`src/rtl/eevpp_pkg.sv`:
```
package eevpp_pkg;
   typedef enum logic [1:0] {
      SQ_IDLE  = 2'd0,
      SQ_LATCH = 2'd1,
      SQ_ARMED = 2'd2,
      SQ_PROG  = 2'd3
   } seq_state_t;
endpackage

```
`src/rtl/eevpp_decode.sv`:
```
module eevpp_decode #(
   parameter int unsigned ADDR_W   = 16,
   parameter logic [ADDR_W-1:0] CTL_ADDR = 16'h103B,
   parameter logic [ADDR_W-1:0] CFG_ADDR = 16'h103F,
   parameter logic [ADDR_W-1:0] ARR_BASE = 16'hB600,
   parameter int unsigned ARR_SIZE = 512
) (
   input  logic [ADDR_W-1:0] addr,
   output logic              ctl_hit,
   output logic              cfg_hit,
   output logic              arr_hit
);
   localparam bit SIZE_POW2 = ((ARR_SIZE & (ARR_SIZE - 1)) == 0);

   assign ctl_hit = (addr == CTL_ADDR);
   assign cfg_hit = (addr == CFG_ADDR);

   generate
      if (SIZE_POW2) begin : g_mask
         // aligned power-of-two window: one masked compare
         localparam logic [ADDR_W-1:0] MASK = ADDR_W'(ARR_SIZE - 1);
         assign arr_hit = ((addr & ~MASK) == (ARR_BASE & ~MASK));
      end else begin : g_range
         localparam logic [ADDR_W:0] LO = {1'b0, ARR_BASE};
         localparam logic [ADDR_W:0] HI = LO + (ADDR_W+1)'(ARR_SIZE);
         logic [ADDR_W:0] ext;
         assign ext     = {1'b0, addr};
         assign arr_hit = (ext >= LO) && (ext < HI);
      end
   endgenerate
endmodule

```
`src/rtl/eevpp_fsm.sv`:
```
module eevpp_fsm
   import eevpp_pkg::*;
(
   input  logic       clk,
   input  logic       rst_n,
   input  logic       ctl_wr,
   input  logic       data_wr,
   input  logic       wr_lat,
   input  logic       wr_pgm,
   output logic       lat_q,
   output logic       pgm_q,
   output logic       vpp_q,
   output logic       capture
);
   seq_state_t st, nxt;

   always_comb begin
      nxt     = st;
      capture = 1'b0;
      if (ctl_wr) begin
         if (!wr_lat) begin
            nxt = SQ_IDLE;
         end else begin
            unique case (st)
               SQ_IDLE:  nxt = wr_pgm ? SQ_IDLE  : SQ_LATCH;
               SQ_LATCH: nxt = SQ_LATCH;
               SQ_ARMED: nxt = wr_pgm ? SQ_PROG  : SQ_ARMED;
               SQ_PROG:  nxt = wr_pgm ? SQ_PROG  : SQ_ARMED;
               default:  nxt = SQ_IDLE;
            endcase
         end
      end else if (data_wr && st == SQ_LATCH) begin
         nxt     = SQ_ARMED;
         capture = 1'b1;
      end
   end

   always_ff @(posedge clk) begin
      if (!rst_n) begin
         st    <= SQ_IDLE;
         vpp_q <= 1'b0;
      end else begin
         st    <= nxt;
         vpp_q <= (nxt == SQ_PROG);
      end
   end

   assign lat_q = (st != SQ_IDLE);
   assign pgm_q = (st == SQ_PROG);
endmodule

```
`src/rtl/eevpp_capture.sv`:
```
module eevpp_capture #(
   parameter int unsigned ADDR_W = 16,
   parameter int unsigned DATA_W = 8
) (
   input  logic              clk,
   input  logic              rst_n,
   input  logic              load,
   input  logic [ADDR_W-1:0] in_addr,
   input  logic [DATA_W-1:0] in_data,
   output logic [ADDR_W-1:0] out_addr,
   output logic [DATA_W-1:0] out_data
);
   always_ff @(posedge clk) begin
      if (!rst_n) begin
         out_addr <= '0;
         out_data <= '0;
      end else if (load) begin
         out_addr <= in_addr;
         out_data <= in_data;
      end
   end
endmodule

```
`src/rtl/eevpp_seq.sv`:
```
module eevpp_seq #(
   parameter int unsigned ADDR_W   = 16,
   parameter int unsigned DATA_W   = 8,
   parameter logic [ADDR_W-1:0] CTL_ADDR = 16'h103B,
   parameter logic [ADDR_W-1:0] CFG_ADDR = 16'h103F,
   parameter logic [ADDR_W-1:0] ARR_BASE = 16'hB600,
   parameter int unsigned ARR_SIZE = 512,
   parameter int unsigned LAT_BIT  = 1,
   parameter int unsigned PGM_BIT  = 0
) (
   input  logic              clk,
   input  logic              rst_n,
   input  logic              bus_wr,
   input  logic [ADDR_W-1:0] bus_addr,
   input  logic [DATA_W-1:0] bus_wdata,
   output logic [DATA_W-1:0] ctl_rdata,
   output logic              ctl_latch,
   output logic              ctl_prog,
   output logic              vpp_en,
   output logic [ADDR_W-1:0] tgt_addr,
   output logic [DATA_W-1:0] tgt_data
);
   generate
      if (LAT_BIT >= DATA_W || PGM_BIT >= DATA_W || LAT_BIT == PGM_BIT) begin : g_bad_bits
         $error("eevpp_seq: control bit positions invalid");
      end
      if (ARR_SIZE == 0) begin : g_bad_size
         $error("eevpp_seq: empty array window");
      end
   endgenerate

   logic ctl_hit, cfg_hit, arr_hit;
   logic ctl_wr, data_wr, capture;

   eevpp_decode #(
      .ADDR_W(ADDR_W), .CTL_ADDR(CTL_ADDR), .CFG_ADDR(CFG_ADDR),
      .ARR_BASE(ARR_BASE), .ARR_SIZE(ARR_SIZE)
   ) u_dec (
      .addr(bus_addr), .ctl_hit(ctl_hit), .cfg_hit(cfg_hit), .arr_hit(arr_hit)
   );

   assign ctl_wr  = bus_wr & ctl_hit;
   assign data_wr = bus_wr & (arr_hit | cfg_hit) & ~ctl_hit;

   eevpp_fsm u_fsm (
      .clk(clk), .rst_n(rst_n), .ctl_wr(ctl_wr), .data_wr(data_wr),
      .wr_lat(bus_wdata[LAT_BIT]), .wr_pgm(bus_wdata[PGM_BIT]),
      .lat_q(ctl_latch), .pgm_q(ctl_prog), .vpp_q(vpp_en), .capture(capture)
   );

   eevpp_capture #(.ADDR_W(ADDR_W), .DATA_W(DATA_W)) u_cap (
      .clk(clk), .rst_n(rst_n), .load(capture),
      .in_addr(bus_addr), .in_data(bus_wdata),
      .out_addr(tgt_addr), .out_data(tgt_data)
   );

   always_comb begin
      ctl_rdata = '0;
      if (ctl_hit) begin
         ctl_rdata[LAT_BIT] = ctl_latch;
         ctl_rdata[PGM_BIT] = ctl_prog;
      end
   end
endmodule

```
`config.mk`:
```
export PLATFORM = sky130hd
export DESIGN_NAME = eevpp_seq
export DESIGN_NICKNAME = d
export VERILOG_FILES = /design/src/rtl/eevpp_pkg.sv /design/src/rtl/eevpp_decode.sv /design/src/rtl/eevpp_fsm.sv /design/src/rtl/eevpp_capture.sv /design/src/rtl/eevpp_seq.sv
export SDC_FILE = /design/constraint.sdc
export NUM_CORES = 1
export LEC_CHECK = 0
export ABC_AREA = 1
export CAP_MARGIN = 20
export CELL_PAD_IN_SITES_DETAIL_PLACEMENT = 0
export CELL_PAD_IN_SITES_GLOBAL_PLACEMENT = 1
export CORE_ASPECT_RATIO = 1.5
export CORE_MARGIN = 4
export CORE_UTILIZATION = 28
export CTS_CLUSTER_SIZE = 40
export DETAILED_ROUTE_END_ITERATION = 6
export GPL_TIMING_DRIVEN = 0
export HOLD_SLACK_MARGIN = 0.12
export MAX_ROUTING_LAYER = met4
export PLACE_DENSITY_LB_ADDON = 0.1
export SYNTH_ARGS = -nofsm -noshare
export SYNTH_HDL_FRONTEND = slang
export SYNTH_SLANG_ARGS = --single-unit
```
`constraint.sdc`:
```
create_clock -name clk -period 1.3 [get_ports clk]
set_input_delay 0.195 -clock clk [delete_from_list [all_inputs] [get_ports clk]]
set_output_delay 0.195 -clock clk [all_outputs]
set_load 0.1 [all_outputs]
```
==> results.json <==
{
  "powerDensity_mw_per_mm2": 731,
  "io_buffers": 55,
  "rsz0062_at_grt": "yes",
  "ios": 62,
  "r2r_start": "u_fsm.st[1]",
  "crit_chain": "nor2_4 -> clkinvlp_4 -> buf_12",
  "root_buffer": "clkbuf_8",
  "layout_commonest_cell": "nor2_1",
  "antennaDiodeCount": 0,
  "fin_ws_ps": -15.2,
  "start_util_pct": 29.0,
  "routedWlPerCell_um": 11.9,
  "die_h_um": 91.7,
  "r2r_setup_slack_ps": 40,
  "period_share_pct": 101,
  "fin_crit_ps": 1320,
  "regArea_um2": 548,
  "synth_top_area_share_pct": 41.4,
  "cts_htree_levels": 1,
  "min_from": "bus_addr[6]",
  "clk_pin_slew_ps": 100,
  "avgSynthCellArea_um2": 7.51,
  "vias": 1261,
  "synth_area_leaders": "dfxtp_1 (41%), nor2_1 (11%), nor2_2 (11%)",
  "placed_area_mm2": 0.00196,
  "fin_cells": 299,
  "fp.coreArea_mm2": 0.00450,
  "via_per_inst": 4.22,
  "cp_max_fo": 4,
  "drt_first_iter_violations": 41,
  "ys_warn_count": 0,
  "core.rowCount": 30,
  "outcome": "complete, but fails checks",
  "r2r-end": "u_fsm.vpp_q",
  "place_congestion": 0.690,
  "final_cell_mix": "nor2_1 (31), nor2_2 (25), dfxtp_1 (25)",
  "firstDrtPassIters": 4,
  "pre_cts_ws_ps": -1390,
  "hold_class": "in -> reg",
  "crit_path_start": "u_fsm.st[0]",
  "end_kind": "output port",
  "synth_seq_cells": 27,
  "final-setup-viol-count": 1,
  "grt_pass1_vias": 1212,
  "postRouteAntennaNets": 0,
  "required_ps": 1110,
  "critical_path_class": "reg -> out",
  "holdPathEnd": "u_cap.out_addr[6]",
  "clk-insertion-delay-late_ps": 270,
  "synth_top_area_cell": "dfxtp_1",
  "clk_path_buf_depth": 2,
  "drc": 0,
  "cap_violations": 0,
  "drive_gt1_share_pct": 53.4,
  "antenna_found_initial": 0,
  "min_path_cells": 3,
  "multi_input_area_um2": 681,
  "drt_wl_total_um": 3560,
  "grt_max_degree": 15,
  "ys_seq_area_share_pct": 41.4,
  "critical-path-max-stage-delay_ps": 370,
  "finish.utilization_pct": 48.1,
  "syn_to_final_growth_pct": 66.0,
  "ir_worst_vdd_v": 0.000290,
  "power.leakage_uw": 0.00102,
  "final_area_mm2": 0.00217,
  "dpl.hpwl_um": 2600,
  "fmax_ghz": 0.760,
  "drv_slew": 0,
  "die-area_mm2": 0.00584,
  "cp_slowest_cell": "dfxtp_4",
  "synth_area_mm2": 0.00131,
  "cts_sinks": 27,
  "fill_cells": 475,
  "cts_hold_buf": 0,
  "die_w_um": 63.8,
  "final_hold_viol_count": 0,
  "clock_skew_ps": 3.10,
  "dpl.cell_count": 282,
  "grt_pass1_wl_um": 5550,
  "ys_types": 22,
  "cts_tree": "yes",
  "violations": "negative setup slack",
  "cp.arrival_ps": 1120,
  "grt-ovfl-total": 0,
  "track_usage_pct": 12.2,
  "cts-buffers-inserted": 3,
  "synth_cells": 174,
  "startpoint_type": "flop",
  "rr_worst_depth": 6,
  "nNetsFinal": 279
}
==> state kept, by name (all words and copies together) (netlist names) <==
signal / cells
u_fsm.vpp_q: 1
u_cap.out_addr: 16
u_fsm.st: 2
u_cap.out_data: 8
==> routing by layer <==
metal,vias to the layer above,track usage [%],routed length (um)
met1,552,14.0,1410
met5,-,-,0
met2,34,20.9,1910
li1,670,-,-
met3,5,2.57,191
met4,0,4.32,53
==> per-stage QoR <==
step	hold slack, ps	TNS [ps]	total power [uW]
global route	155	-232	1660
floorplan	312	-575	981
detailed placement	447	-25780	1080
global placement	447	-25690	1080
CTS	185	-25.9	1580
finish	149	-15.2	1580
==> worst max-delay path, delay by kind of cell (launching register included) <==
family / cells / cell delay, ps
buf+inv: 2 / 320
flops: 1 / 370
simple gates: 1 / 160
==> report_power, final <==
part / total, uW / internal [uW] / leakage, uW / switching [uW]
combinational: 273 / 116 / 0.000778 / 157
clock: 489 / 220 / 0.0000228 / 269
sequential: 822 / 822 / 0.000219 / 0.000215
total: 1580 / 1160 / 0.00102 / 427
==> worst max path at each step <==
stage,endpoint,slack (ps)
floorplan,u_fsm.st[0],-230
global placement,ctl_rdata[0],-1400
detailed placement,ctl_rdata[0],-1390
CTS,ctl_latch,-30
global route,ctl_latch,-60
finish,ctl_latch,-20
==> timing repair <==
action,in CTS,in global routing
pin swaps,16,21
endpoints found under the setup margin,56,37
cloned,0,3
gates resized for setup,241,55
buffers inserted,11,1
==> synth_stat cells (all sizes together) <==
library cell,instances
o21ai,19
nand3b,1
nand3,5
dfxtp,27
nor2,64
a21oi,1
conb,1
clkbuf,1
nand2,22
inv,20
buf,11
nand4,2
==> cell families (layout without fill, tap and decap cells) <==
| logic type | Yosys count | after routing | share of synthesized area [%] |
|---|---|---|---|
| other cells | 1 | 6 | 0.287 |
| buf+inv | 32 | 104 | 15.3 |
| flops | 27 | 27 | 41.4 |
| compound gates | 20 | 20 | 7.95 |
| simple gates | 94 | 94 | 35.1 |
==> layout make-up <==
cell class / count / area share, %
plain buffers: 12 / 5.54
clock buffers: 4 / 2.08
inverters: 20 / 4.10
multi-input cells: 120 / 31.4
flip-flops and latches: 27 / 25.3
well taps: 48 / 2.77
repair buffers: 68 / 28.9
(Power assumes the default switching activity.)
